File: config.mk
export PLATFORM = sky130hd
export DESIGN_NAME = bcd_serial_mult
export DESIGN_NICKNAME = d
export VERILOG_FILES = /design/src/rtl/bcdm_pkg.sv /design/src/rtl/bcdm_rst_sync.sv /design/src/rtl/bcdm_digit_mul.sv /design/src/rtl/bcdm_column.sv /design/src/rtl/bcdm_ctrl.sv /design/src/rtl/bcd_serial_mult.sv
export SDC_FILE = /design/constraint.sdc
export NUM_CORES = 1
export LEC_CHECK = 0
export ABC_AREA = 1
export BUFFER_PORTS_ARGS = -buffer_cell sky130_fd_sc_hd__buf_2
export CORE_ASPECT_RATIO = 1.75
export CORE_UTILIZATION = 59
export CTS_BUF_LIST = sky130_fd_sc_hd__clkbuf_8
export DETAILED_ROUTE_END_ITERATION = 10
export PLACE_DENSITY = 0.8
export SLEW_MARGIN = 10
export SYNTH_ARGS = -nofsm -noshare
export SYNTH_HDL_FRONTEND = slang
export SYNTH_SLANG_ARGS = --single-unit
File: constraint.sdc
create_clock -name clk -period 1.5 [get_ports clk]
set_input_delay 0.075 -clock clk [delete_from_list [all_inputs] [get_ports clk]]
set_output_delay 0.075 -clock clk [all_outputs]
set_load 0.1 [all_outputs]
File: src/rtl/bcdm_pkg.sv
package bcdm_pkg;

  typedef enum logic [1:0] {
    ST_IDLE    = 2'd0,
    ST_COLLECT = 2'd1,
    ST_FLUSH   = 2'd2,
    ST_DONE    = 2'd3
  } bcdm_state_t;

  localparam int unsigned DIG_W   = 4;
  localparam int unsigned CARRY_W = 2;
  localparam int unsigned COL_W   = 5;

endpackage

File: src/rtl/bcdm_rst_sync.sv
module bcdm_rst_sync (
  input  logic clk,
  input  logic rst_n,
  output logic rst_sn
);
  logic [1:0] sync_q;

  always_ff @(posedge clk or negedge rst_n) begin
    if (!rst_n) sync_q <= 2'b00;
    else        sync_q <= {sync_q[0], 1'b1};
  end

  assign rst_sn = sync_q[1];
endmodule

File: src/rtl/bcdm_digit_mul.sv
module bcdm_digit_mul
  import bcdm_pkg::*;
(
  input  logic [DIG_W-1:0] a,
  input  logic [DIG_W-1:0] b,
  output logic [DIG_W-1:0] tens,
  output logic [DIG_W-1:0] units
);
  logic [6:0] prod;
  logic [6:0] tq;
  logic [6:0] rem;

  always_comb begin
    prod  = {3'b000, a} * {3'b000, b};
    tq    = prod / 7'd10;
    rem   = prod - tq * 7'd10;
    tens  = tq[DIG_W-1:0];
    units = rem[DIG_W-1:0];
  end
endmodule

File: src/rtl/bcdm_column.sv
module bcdm_column
  import bcdm_pkg::*;
(
  input  logic [DIG_W-1:0]   unit_in,
  input  logic [DIG_W-1:0]   tens_in,
  input  logic [DIG_W-1:0]   sum_in,
  input  logic [CARRY_W-1:0] carry_in,
  output logic [CARRY_W-1:0] carry_out,
  output logic [DIG_W-1:0]   digit_out
);
  logic [COL_W-1:0] bin;

  always_comb begin
    bin = {1'b0, unit_in} + {1'b0, tens_in} + {1'b0, sum_in} + {3'b000, carry_in};
    if (bin >= 5'd20) begin
      carry_out = 2'd2;
      digit_out = 4'(bin - 5'd20);
    end else if (bin >= 5'd10) begin
      carry_out = 2'd1;
      digit_out = 4'(bin - 5'd10);
    end else begin
      carry_out = 2'd0;
      digit_out = bin[DIG_W-1:0];
    end
  end
endmodule

File: src/rtl/bcdm_ctrl.sv
module bcdm_ctrl
  import bcdm_pkg::*;
#(
  parameter int unsigned N = 4
) (
  input  logic clk,
  input  logic rst_sn,
  input  logic start,
  input  logic mdig_valid,
  output logic step,
  output logic collecting,
  output logic flushing,
  output logic done
);
  localparam int unsigned CW = $clog2(N) + 1;
  localparam logic [CW-1:0] LAST = CW'(N - 1);

  bcdm_state_t state_q, state_d;
  logic [CW-1:0] cnt_q, cnt_d;

  always_comb begin
    state_d = state_q;
    cnt_d   = cnt_q;
    step    = 1'b0;
    if (start) begin
      state_d = ST_COLLECT;
      cnt_d   = '0;
    end else begin
      unique case (state_q)
        ST_COLLECT: if (mdig_valid) begin
          step = 1'b1;
          if (cnt_q == LAST) begin
            state_d = ST_FLUSH;
            cnt_d   = '0;
          end else begin
            cnt_d = cnt_q + 1'b1;
          end
        end
        ST_FLUSH: begin
          step = 1'b1;
          if (cnt_q == LAST) begin
            state_d = ST_DONE;
            cnt_d   = '0;
          end else begin
            cnt_d = cnt_q + 1'b1;
          end
        end
        default: ;
      endcase
    end
  end

  always_ff @(posedge clk or negedge rst_sn) begin
    if (!rst_sn) begin
      state_q <= ST_IDLE;
      cnt_q   <= '0;
    end else begin
      state_q <= state_d;
      cnt_q   <= cnt_d;
    end
  end

  assign collecting = (state_q == ST_COLLECT);
  assign flushing   = (state_q == ST_FLUSH);
  assign done       = (state_q == ST_DONE);

  assert_done_hold_R6: assert property (@(posedge clk) disable iff (!rst_sn)
    done && !start |=> done);
  assert_no_step_when_done_R6: assert property (@(posedge clk) disable iff (!rst_sn)
    done && mdig_valid |=> !flushing && !collecting || $past(start));
endmodule

File: src/rtl/bcd_serial_mult.sv
module bcd_serial_mult
  import bcdm_pkg::*;
#(
  parameter int unsigned N = 4
) (
  input  logic           clk,
  input  logic           rst_n,
  input  logic           start,
  input  logic [4*N-1:0] mcand,
  input  logic           mdig_valid,
  input  logic [3:0]     mdig,
  output logic           pdig_valid,
  output logic [3:0]     pdig,
  output logic           done
);
  localparam int unsigned NCOL = N + 1;
  localparam int unsigned OCW  = $clog2(2 * N + 1) + 1;

  logic rst_sn;
  logic step, collecting, flushing;

  logic [4*N-1:0]     mcand_q;
  logic [DIG_W-1:0]   sum_q   [NCOL];
  logic [DIG_W-1:0]   sum_d   [NCOL];
  logic [CARRY_W-1:0] carry_q [NCOL];
  logic [CARRY_W-1:0] carry_d [NCOL];
  logic               pval_q, pval_d;
  logic [DIG_W-1:0]   pdig_q, pdig_d;

  logic [DIG_W-1:0]   mul_digit;
  logic [DIG_W-1:0]   dp_tens  [N];
  logic [DIG_W-1:0]   dp_units [N];
  logic [DIG_W-1:0]   col_unit [NCOL];
  logic [DIG_W-1:0]   col_tens [NCOL];
  logic [CARRY_W-1:0] col_carry[NCOL];
  logic [DIG_W-1:0]   col_digit[NCOL];

  bcdm_rst_sync u_rst (.clk(clk), .rst_n(rst_n), .rst_sn(rst_sn));

  bcdm_ctrl #(.N(N)) u_ctrl (
    .clk(clk), .rst_sn(rst_sn), .start(start), .mdig_valid(mdig_valid),
    .step(step), .collecting(collecting), .flushing(flushing), .done(done)
  );

  assign mul_digit = flushing ? '0 : mdig;

  for (genvar i = 0; i < N; i++) begin : g_dp
    bcdm_digit_mul u_dm (
      .a(mcand_q[4*i +: 4]), .b(mul_digit),
      .tens(dp_tens[i]), .units(dp_units[i])
    );
  end

  for (genvar j = 0; j < NCOL; j++) begin : g_col
    if (j < N) begin : g_u
      assign col_unit[j] = dp_units[j];
    end else begin : g_u0
      assign col_unit[j] = '0;
    end
    if (j > 0) begin : g_t
      assign col_tens[j] = dp_tens[j-1];
    end else begin : g_t0
      assign col_tens[j] = '0;
    end
    bcdm_column u_col (
      .unit_in(col_unit[j]), .tens_in(col_tens[j]),
      .sum_in(sum_q[j]), .carry_in(carry_q[j]),
      .carry_out(col_carry[j]), .digit_out(col_digit[j])
    );
  end

  always_comb begin
    for (int j = 0; j < NCOL; j++) begin
      sum_d[j]   = sum_q[j];
      carry_d[j] = carry_q[j];
    end
    pval_d = 1'b0;
    pdig_d = pdig_q;
    if (start) begin
      for (int j = 0; j < NCOL; j++) begin
        sum_d[j]   = '0;
        carry_d[j] = '0;
      end
    end else if (step) begin
      for (int j = 0; j < NCOL; j++) begin
        sum_d[j]   = (j < N) ? col_digit[(j < N) ? j + 1 : j] : '0;
        carry_d[j] = col_carry[j];
      end
      pval_d = 1'b1;
      pdig_d = col_digit[0];
    end
  end

  always_ff @(posedge clk or negedge rst_sn) begin
    if (!rst_sn) begin
      mcand_q <= '0;
      pval_q  <= 1'b0;
      pdig_q  <= '0;
      for (int j = 0; j < NCOL; j++) begin
        sum_q[j]   <= '0;
        carry_q[j] <= '0;
      end
    end else begin
      if (start) mcand_q <= mcand;
      pval_q <= pval_d;
      pdig_q <= pdig_d;
      for (int j = 0; j < NCOL; j++) begin
        sum_q[j]   <= sum_d[j];
        carry_q[j] <= carry_d[j];
      end
    end
  end

  assign pdig_valid = pval_q;
  assign pdig       = pdig_q;

  // output digit counter used only by the checks below
  logic [OCW-1:0] ocnt_q;
  always_ff @(posedge clk or negedge rst_sn) begin
    if (!rst_sn)     ocnt_q <= '0;
    else if (start)  ocnt_q <= '0;
    else if (pval_q) ocnt_q <= ocnt_q + 1'b1;
  end

  assert_pdig_bcd_R8: assert property (@(posedge clk) disable iff (!rst_sn)
    pdig_valid |-> pdig <= 4'd9);
  assert_start_clears_R2: assert property (@(posedge clk) disable iff (!rst_sn)
    start |=> !pdig_valid && !done);
  assert_accept_emits_R3: assert property (@(posedge clk) disable iff (!rst_sn)
    collecting && mdig_valid && !start |=> pdig_valid);
  assert_flush_stream_R5: assert property (@(posedge clk) disable iff (!rst_sn)
    flushing && !start |=> pdig_valid);
  assert_done_quiet_R6: assert property (@(posedge clk) disable iff (!rst_sn)
    $past(done) && done |-> !pdig_valid);
  assert_digit_count_R4: assert property (@(posedge clk) disable iff (!rst_sn)
    $rose(done) |-> (ocnt_q + OCW'(pdig_valid)) == OCW'(2 * N));

  for (genvar j = 0; j < NCOL; j++) begin : g_chk
    assert_carry_bound_R7: assert property (@(posedge clk) disable iff (!rst_sn)
      carry_q[j] <= 2'd2);
  end
endmodule

==> results.py, run 1 <==
metrics = {
    "run_status": {
        "status": "stopped before the end",
        "lastStage": "global routing",
        "tool.error": "[ERROR DPL-0038] Utilization greater than 100%, impossible to legalize",
    },
    "logic_synthesis": {
        "synth.distinct_cells": 37,
        "syn-num-nets": 1075,
        "synthCells": 917,
        "avgSynthCellArea_um2": 7.457,
        "synth_top_area_cell": "dfrtp_1",
        "syn-cell-area_mm2": 0.006838,
        "synthTopCellsByArea": "dfrtp_1, ha_1, fa_1",
        "synth-compound-area-share": 0.07996,
        "synth_edf_count": 0,
        "yosysSeqAreaShare": 0.1976,
        "synth-main-ff-cell": "dfrtp_1",
        "synthSimpleGateAreaFrac": 0.2776,
        "yosys-mux-area-fraction": 0.003111,
        "ys_ff_latch": 54,
        "yosysTopAreaCellShare": 0.1976,
        "synth_top_family_by_area": "adder cells",
        "yosys_warnings": 0,
        "synthArstFlopShare": 1.000,
        "synth-adder-area-share": 0.2913,
        "synth-xor-area-share": 0.03586,
    },
    "clocking": {
        "cts_sinks": 54,
        "htree_levels": 2,
        "cts.path.max_buffers": 2,
        "cts_root_buf": "clkbuf_8",
        "cts_buffers": 5,
    },
    "placement": {
        "port_buffers": 29,
        "gp_congestion": 0.8544,
        "hpwl_um": 15270,
    },
    "die": {
        "ios": 30,
        "rows": 51,
        "die_w_um": 83.38,
        "die_h_um": 144.4,
        "start_util": 0.6088,
    },
    "global_route": {
        "grt_max_degree": 27,
    },
}
## Yosys cell counts (9+ instances only)
master	instances
a21oi_1	23
clkbuf_1	12
dfrtp_1	54
fa_1	42
ha_1	92
inv_1	189
nand2_1	193
nand2_2	22
nand2_4	9
nand3_1	73
nand3_2	15
nor2_1	68
o21ai_0	34
o22ai_1	14
xnor2_1	10
xor2_1	18
## logic make-up after synthesis
family                   count (synthesis)
AO/OA/AOI/OAI                           94
XOR/XNOR                                28
adder cells (fa/ha/maj)                134
buffers and inverters                  207
flip-flops                              54
multiplexers                             2
other                                    1
AND/OR/NAND/NOR                        397
## timing repair
| item | CTS |
|---|---|
| hold buffers | 16 |
| pin swaps | 115 |
| buffers inserted | 66 |
| hold endpoints to repair | 17 |
| resized for setup | 186 |
| setup endpoints to repair | 35 |
## stage by stage
stage	setup TNS (ps)	area, µm²	std cells	setup slack, ps	hold WS, ps
after floorplan	-133820	7395	917	-5465	-220.6
after global placement	-143710	9128	1257	-5498	-138.9
after detailed placement	-148770	9128	1257	-5746	-139.4
after CTS	-147410	10600	1340	-5687	3.226
==> inputs of run 2 (changes only) <==
CORE_ASPECT_RATIO = default   (was 1.75)
CORE_UTILIZATION = 40   (was 59)
CTS_BUF_LIST = default   (was sky130_fd_sc_hd__clkbuf_8)
PLACE_DENSITY = default   (was 0.8)
PLACE_DENSITY_LB_ADDON = 0.15   (was default)
clock period = 1.95 ns   (was 1.5 ns; I/O delays follow)
==> results.py, run 2 <==
metrics = {
    "worst_hold_path": {
        "hold_path_depth": 3,
        "min_from": "mcand[3]",
        "hold_class": "input pin to flop",
        "min_to": "mcand_q[3]",
    },
    "sta": {
        "worst_hold_slack_ps": 3.156,
        "fin_crit_ps": 7233,
        "setup_tns_ps": -135150,
        "slew_violations": 0,
        "tightest_slew_ps": 513.2,
        "final_hold_viol_count": 0,
        "fin_skew_ps": 3.131,
        "fin_ws_ps": -5283,
        "period_share": 3.709,
        "rsz0062_at_grt": "yes",
        "relSlewSlack": 0.6579,
        "setup_viol": 30,
        "maxClockFrequency_ghz": 0.1383,
    },
    "logic_synthesis": {
        "synth-xor-area-share": 0.03586,
        "synthSimpleGateAreaFrac": 0.2776,
        "synth_top_area_cell": "dfrtp_1",
        "yosys_warnings": 0,
        "synth-compound-area-share": 0.07996,
        "synth_edf_count": 0,
        "synthCells": 917,
        "synth.distinct_cells": 37,
        "yosysSeqAreaShare": 0.1976,
        "yosysTopAreaCellShare": 0.1976,
        "synth-adder-area-share": 0.2913,
        "synthArstFlopShare": 1.000,
        "syn-cell-area_mm2": 0.006838,
        "ys_ff_latch": 54,
        "synth_common_cells": "nand2_1, inv_1, ha_1, nand3_1, nor2_1",
        "avgSynthCellArea_um2": 7.457,
        "synthTopCellsByArea": "dfrtp_1, ha_1, fa_1",
        "synth_top_family_by_area": "adder cells",
        "syn-num-nets": 1075,
        "synth.most_common_cell": "nand2_1",
        "yosys-mux-area-fraction": 0.003111,
        "synth-main-ff-cell": "dfrtp_1",
    },
    "flow_run": {
        "max-cap-violations": 0,
    },
    "die": {
        "die_h_um": 132.7,
        "die_area_mm2": 0.01762,
        "rows": 47,
        "coreArea_mm2": 0.01664,
        "die_w_um": 132.7,
        "start_util": 0.4109,
        "ios": 30,
    },
    "final_layout": {
        "top_regs": "mcand_q: 16 flops, sum_q: 16 flops, carry_q: 10 flops",
        "final_common_cell": "buf_4",
        "area_delta_synth_final_pct": 61.43,
        "drive_gt1_frac": 0.5037,
        "finalInstanceArea_mm2": 0.01104,
        "final_net_count": 1374,
        "final_util": 0.6633,
        "antenna_cells": 0,
        "layout_common_cells": "buf_4, inv_1, nand2_1",
    },
    "placement": {
        "hpwl_um": 13710,
        "port_buffers": 29,
        "place_area_mm2": 0.009260,
        "gp_congestion": 0.8619,
    },
    "worst_setup_path": {
        "endpoint_kind": "flop",
        "reg2reg_to": "sum_q[9]",
        "worstSetupStartpointType": "flop",
        "reg2reg_from": "u_ctrl.state_q[0]",
        "max_stage_delay_ps": 620,
        "cpMostUsedCell": "nand2_1",
        "cp.arrival_ps": 7420,
        "reg2reg_depth": 42,
        "critical_path_class": "flop to flop",
        "cp_slowest_cell": "fa_2",
        "r2r_slack_ps": -5280,
        "crit_fanout": 4,
        "crit_required_ps": 2140,
    },
    "global_route": {
        "antenna_found_initial": 0,
        "first_global_vias": 6693,
        "grt_pass1_wl_um": 30820,
        "grt_max_degree": 36,
        "grt.overflow.total": 0,
        "grt_use_total": 0.2141,
    },
    "clocking": {
        "cts_tree": "built",
        "clk_latency_ps": 310,
        "cts_buffers": 5,
        "clkTransAtPathRegs_ps": 80,
        "cts_root_buf": "clkbuf_16",
        "htree_levels": 2,
        "cts.path.max_buffers": 2,
        "cts_sinks": 54,
    },
    "detailed_routing": {
        "viasPerCell": 4.733,
        "drc": 0,
        "vias": 6801,
        "ant_nets": 0,
        "wl_per_cell_um": 13.16,
        "first_pass_iters": 6,
        "first_iter_violations": 236,
        "drt-total-wl_um": 18910,
    },
    "run_status": {
        "violations": "negative setup slack",
        "status": "finished with violations",
    },
}
## run 2: cell type report
| cell class | instances | area, µm² |
|---|---|---|
| clock inverters | 3 | 26.28 |
| clock buffers | 5 | 125.1 |
| fillers | 1294 | 5604 |
| well taps | 220 | 275.3 |
| flip-flops and latches | 54 | 1353 |
| multi-input cells | 656 | 6140 |
| inverters | 195 | 757.0 |
| repair buffers | 304 | 2362 |
## run 2: cells by family after synthesis
| kind of cell | count (synthesis) |
|---|---|
| xor+xnor | 28 |
| compound gates | 94 |
| simple gates | 397 |
| other cells | 1 |
| mux | 2 |
| buf+inv | 207 |
| fa+ha+maj | 134 |
| flops | 54 |
## run 2: worst max path at each step
stage                      startpoint   endpoint  cells after the start
floorplan           u_ctrl.state_q[0]   sum_q[9]                     46
global placement    u_ctrl.state_q[1]  sum_q[10]                     44
detailed placement  u_ctrl.state_q[1]  sum_q[10]                     46
CTS                 u_ctrl.state_q[1]   sum_q[9]                     43
global route        u_ctrl.state_q[1]   sum_q[9]                     46
finish              u_ctrl.state_q[0]   sum_q[9]                     42
## run 2: per-stage QoR
| step | setup WS [ps] | cells |
|---|---|---|
| floorplan | -5015 | 917 |
| global placement | -5118 | 1350 |
| detailed placement | -5308 | 1350 |
| CTS | -5225 | 1407 |
| global route | -5616 | 1437 |
| finish | -5283 | 1437 |
## run 2: metal layers
metal  wire (µm)  vias to the layer above  global-route usage
met1        8919                     3222              0.2932
li1            -                     3482                   -
met5           0                        -                   0
met3         453                       16             0.02299
met4         169                        0             0.03001
met2        9366                       81              0.3711
## run 2: timing repair
item / CTS / global route
buffers inserted: 50 / 33
endpoints found under the hold margin: 2 / 0
hold buffers: 1 / 0
endpoints found under the setup margin: 30 / 32
pin swaps: 54 / 84
resized for setup: 102 / 139
gates cloned: 0 / 0
## run 2: worst max-delay path, delay by kind of cell, from the launching register on
kind,cells,cell delay [ps]
simple gates,20,1640
buf+inv,8,560
fa+ha+maj,11,4100
flops,1,370
compound gates,2,280
xor+xnor,1,140
Power of run 2 is not shown: default switching activity piles up to over one toggle a cycle in this logic, so the estimate is an artifact.
==> inputs of run 3 (changes only) <==
PLACE_DENSITY = 0.66   (was default)
PLACE_DENSITY_LB_ADDON = default   (was 0.15)
SYNTH_HIERARCHICAL = 1   (was default)
==> results.py, run 3 <==
metrics = {
    "logic_synthesis": {
        "synth.distinct_cells": 36,
        "syn-cell-area_mm2": 0.008671,
        "synthArstFlopShare": 1.000,
        "synth-xor-area-share": 0.01068,
        "ys_ff_latch": 54,
        "synthCells": 1204,
        "synthTopCellsByArea": "dfrtp_1, nand2_1, ha_1",
        "synthSimpleGateAreaFrac": 0.3960,
        "yosysTopAreaCellShare": 0.1558,
        "yosys_warnings": 6,
        "yosysSeqAreaShare": 0.1558,
        "synth_edf_count": 0,
        "synth-compound-area-share": 0.02872,
        "synth_top_family_by_area": "simple AND/OR/NAND/NOR gates",
        "yosys-mux-area-fraction": 0,
        "synth-adder-area-share": 0.2583,
        "synth_top_area_cell": "dfrtp_1",
        "synth.most_common_cell": "nand2_1",
        "synth_common_cells": "nand2_1, inv_1, ha_1, nand3_1, nand3_2",
        "synth-main-ff-cell": "dfrtp_1",
        "avgSynthCellArea_um2": 7.202,
    },
    "final_layout": {
        "top_regs": "mcand_q: 16 flops, sum_q: 16 flops, carry_q: 10 flops",
        "antenna_cells": 0,
        "area_delta_synth_final_pct": 40.42,
        "final_util": 0.5756,
        "final_common_cell": "nand2_1",
        "layout_common_cells": "nand2_1, inv_1, buf_4",
        "final-instance-count-excl-fill": 1719,
        "drive_gt1_frac": 0.4508,
        "final_net_count": 1616,
    },
    "detailed_routing": {
        "wl_per_cell_um": 11.83,
        "drt-total-wl_um": 20340,
        "first_iter_violations": 273,
        "drc": 0,
        "first_pass_iters": 5,
        "viasPerCell": 4.577,
        "ant_nets": 0,
        "vias": 7868,
    },
    "die": {
        "coreArea_mm2": 0.02115,
        "die_h_um": 149.2,
        "rows": 53,
        "die_w_um": 149.2,
        "start_util": 0.4099,
        "die_area_mm2": 0.02227,
        "ios": 30,
    },
    "sta": {
        "final_hold_viol_count": 0,
        "worst_hold_slack_ps": 0.7838,
        "tightest_slew_ps": 562.8,
        "fin_crit_ps": 7045,
        "maxClockFrequency_ghz": 0.1420,
        "period_share": 3.613,
        "relSlewSlack": 0.6243,
        "rsz0062_at_grt": "yes",
        "fin_ws_ps": -5095,
        "fin_skew_ps": 6.813,
        "setup_viol": 30,
        "slew_violations": 0,
    },
    "clocking": {
        "htree_levels": 2,
        "clk_latency_ps": 310,
        "cts_buffers": 5,
        "cts.path.max_buffers": 2,
        "clkTransAtPathRegs_ps": 80,
        "cts_sinks": 54,
        "cts_tree": "built",
        "cts_root_buf": "clkbuf_16",
    },
    "worst_setup_path": {
        "crit_fanout": 5,
        "max_stage_delay_ps": 550,
        "cpMostUsedCell": "nand2_4",
        "cp_slowest_cell": "fa_1",
        "reg2reg_from": "u_ctrl/state_q[1]",
        "endpoint_kind": "flop",
        "critical_path_class": "flop to flop",
        "crit_start": "u_ctrl/state_q[1]",
        "crit_required_ps": 2150,
        "r2r_slack_ps": -5090,
        "reg2reg_to": "pdig[2]",
        "reg2reg_depth": 51,
        "cp.arrival_ps": 7250,
        "worstSetupStartpointType": "flop",
    },
    "worst_hold_path": {
        "min_from": "mcand[7]",
        "hold_path_depth": 3,
        "min_to": "mcand_q[7]",
        "hold_class": "input pin to flop",
    },
    "global_route": {
        "antenna_found_initial": 0,
        "grt_use_total": 0.1920,
        "first_global_vias": 8000,
        "grt.overflow.total": 0,
        "grt_pass1_wl_um": 34910,
        "grt_max_degree": 53,
    },
    "run_status": {
        "violations": "negative setup slack",
        "status": "finished with violations",
    },
    "placement": {
        "gp_congestion": 0.8108,
        "dp.cells": 1668,
        "port_buffers": 29,
        "hpwl_um": 15750,
    },
    "flow_run": {
        "max-cap-violations": 0,
    },
}
run 3: cell types whose count changed in the layout (fill, tap and decap cells not counted), sizes merged, moves of 9 or more:
cell   before  now
o22ai      14    0
nand2     224  452
o21ai      40   10
buf       303  227
inv       197  311
nand3      92  127
xor2       18    5
or2         0    9
nor2       73   41
conb        1   13
run 3: area by class of cell:
class	instances	area, µm²
clock inverter	3	43.79
inverter	312	1219
timing repair buffer	234	1832
fill	1918	8979
sequential	54	1353
multi-input combinational	836	7259
tap	275	344.1
clock buffer	5	125.1
run 3: cell families (layout without fill, tap and decap cells):
family,Yosys count,in the layout
xor+xnor,8,8
fa+ha+maj,149,149
other cells,2,13
buf+inv,325,554
compound gates,35,35
simple gates,631,631
flops,54,54
run 3: per-stage QoR:
step	instance area (µm²)	setup TNS [ps]	setup WS (ps)
floorplan	9397	-127830	-4825
global placement	11030	-131380	-4963
detailed placement	11030	-135320	-5136
CTS	11650	-135820	-5097
global route	12180	-144830	-5438
finish	12180	-135650	-5095
run 3: worst max-delay path by stage:
stage / to / slack, ps / depth (start not counted)
final: pdig[2] / -5090 / 51
after global routing: sum_q[14] / -5440 / 50
after CTS: pdig[1] / -5100 / 43
after detailed placement: pdig[3] / -5140 / 50
after global placement: sum_q[10] / -4960 / 43
after floorplan: pdig[2] / -4820 / 44
run 3: what timing repair did:
item                       in CTS  in global routing
hold endpoints to repair        8                  0
setup buffers                  18                 23
hold buffers                    7                  0
pin swaps                      36                110
setup endpoints to repair      30                 30
resized for setup              54                109
run 3: worst max-delay path, delay by kind of cell, from the launching register on:
family,cells,cell delay (ps)
flops,1,410
xor+xnor,1,180
fa+ha+maj,11,3560
simple gates,27,1860
buf+inv,11,730
compound gates,1,150
run 3: routing by layer:
| layer | part of all wire | routed length [µm] | up-vias | GRT usage |
|---|---|---|---|---|
| met5 | 0 | 0 | - | 0 |
| met4 | 0.0086 | 174 | 0 | 0.03827 |
| met3 | 0.026 | 519 | 15 | 0.02508 |
| met2 | 0.52 | 10640 | 79 | 0.3493 |
| met1 | 0.44 | 9000 | 3732 | 0.2410 |
| li1 | - | - | 4042 | - |
Power of run 3 is left out for the same reason.
==> inputs of run 4 (changes only) <==
CORE_UTILIZATION = 55   (was 40)
PLACE_DENSITY = 0.83   (was 0.66)
==> results.py, run 4 (synthesis results as in run 3) <==
metrics = {
    "die": {
        "rows": 45,
        "coreArea_mm2": 0.01531,
        "start_util": 0.5662,
        "ios": 30,
        "die_area_mm2": 0.01627,
        "die_h_um": 127.6,
        "die_w_um": 127.6,
    },
    "flow_run": {
        "max-cap-violations": 0,
    },
    "clocking": {
        "cts.path.max_buffers": 2,
        "cts_tree": "built",
        "cts_buffers": 5,
        "clkTransAtPathRegs_ps": 80,
        "cts_sinks": 54,
        "clk_latency_ps": 310,
        "cts_root_buf": "clkbuf_16",
        "htree_levels": 2,
    },
    "placement": {
        "gp_congestion": 0.8679,
        "dp.cells": 1596,
        "hpwl_um": 15910,
        "port_buffers": 29,
    },
    "final_layout": {
        "area_delta_synth_final_pct": 40.32,
        "nFillCells": 841,
        "final_common_cell": "nand2_1",
        "layout_common_cells": "nand2_1, inv_1, buf_4",
        "final-instance-count-excl-fill": 1661,
        "final_util": 0.7944,
        "antenna_cells": 0,
        "final_net_count": 1622,
        "drive_gt1_frac": 0.4552,
        "top_regs": "mcand_q: 16 flops, sum_q: 16 flops, carry_q: 10 flops",
    },
    "detailed_routing": {
        "ant_nets": 0,
        "drc": 0,
        "first_pass_iters": 5,
        "vias": 9341,
        "drt-total-wl_um": 30220,
        "first_iter_violations": 814,
        "viasPerCell": 5.624,
        "wl_per_cell_um": 18.19,
    },
    "worst_setup_path": {
        "critical_path_class": "flop to flop",
        "endpoint_kind": "flop",
        "cp_slowest_cell": "fa_1",
        "crit_fanout": 5,
        "cp.arrival_ps": 7860,
        "max_stage_delay_ps": 570,
        "worstSetupStartpointType": "flop",
        "cpMostUsedCell": "nand2_4",
        "reg2reg_from": "u_ctrl/state_q[0]",
        "crit_start": "u_ctrl/state_q[0]",
        "crit_required_ps": 2160,
    },
    "global_route": {
        "grt_use_total": 0.2974,
        "first_global_vias": 8748,
        "grt.overflow.total": 0,
        "grtUsageMet2": 0.5609,
        "grt_pass1_wl_um": 39160,
        "grtUsageMet3": 0.03141,
        "grt-busiest-layer": "met2",
        "use_met1": 0.3376,
        "antenna_found_initial": 0,
        "grt_max_degree": 33,
    },
    "sta": {
        "relSlewSlack": 0.6312,
        "fin_skew_ps": 9.808,
        "final_hold_viol_count": 0,
        "tightest_slew_ps": 553.2,
        "fin_crit_ps": 7647,
        "period_share": 3.922,
        "rsz0062_at_grt": "yes",
        "slew_violations": 0,
        "maxClockFrequency_ghz": 0.1308,
        "fin_ws_ps": -5697,
        "setup_viol": 31,
    },
    "run_status": {
        "violations": "negative setup slack",
        "status": "finished with violations",
    },
    "worst_hold_path": {
        "min_from": "mcand[7]",
        "hold_class": "input pin to flop",
    },
}
[run 4: changes by cell type in the layout (fill, tap and decap cells not counted), moves of 2 or more]
cell and change:
ha_1 -2, clkbuf_8 +2, nand2_1 -3, ha_4 +4
nand3_2 +3, nand2_2 +4, ha_2 -2, nand2_8 +2
nand3_4 -2, o21ai_2 -3, nand2_4 -3, o21ai_1 +3
buf_4 +5
[run 4: through the flow]
stage	worst slack [ps]	hold slack (ps)	setup TNS, ps	instance area, µm²
2_1_floorplan	-4825	-198.1	-127830	9397
6_report	-5697	7.464	-147810	12170
5_1_grt	-5823	12.80	-153930	12170
3_3_place_gp	-4938	-116.1	-130010	10880
4_1_cts	-5082	2.873	-135170	11540
3_5_place_dp	-5064	-115.6	-134290	10880
[run 4: metal layers]
layer / vias to the layer above / wire, µm
li1: 4057 / -
met1: 4459 / 10710
met2: 599 / 14850
met3: 226 / 2381
met4: 0 / 2272
met5: - / 0
[run 4: what timing repair did]
| action | 4_1_cts | 5_1_grt |
|---|---|---|
| endpoints found under the setup margin | 30 | 30 |
| hold endpoints to repair | 7 | 0 |
| resized for setup | 55 | 109 |
| hold buffers | 6 | 0 |
| setup buffers | 29 | 28 |
| pin swaps | 56 | 86 |
[run 4: layout make-up]
class                   instances  area (µm²)  share of cell area
multi-input cells             836        7284              0.5987
repair buffers                240        1891              0.1554
flip-flops and latches         54        1353              0.1112
inverters                     312        1214             0.09975
well taps                     211       264.0             0.02170
clock buffers                   7       152.6             0.01255
clock inverters                 1       8.758           0.0007199
[run 4: critical path, delay by kind of cell, from the launching register on]
kind,cells,cell delay (ps)
adder cells (fa/ha/maj),11,3540
AND/OR/NAND/NOR,27,2360
buffers and inverters,11,860
flip-flops,1,390
XOR/XNOR,1,220
AO/OA/AOI/OAI,1,160
[run 4: final timing paths]
kind	to	slack, ps	cells after the start
hold reg to reg	carry_q[4]	250	0
max in group asynchronous	u_ctrl/state_q[1]	1090	1
setup / recovery	sum_q[14]	-5700	51
min in group asynchronous	u_rst/sync_q[1]	100	2
setup reg to reg	sum_q[14]	-5700	51
hold / removal	mcand_q[7]	7	3
Power of run 4 is left out for the same reason.
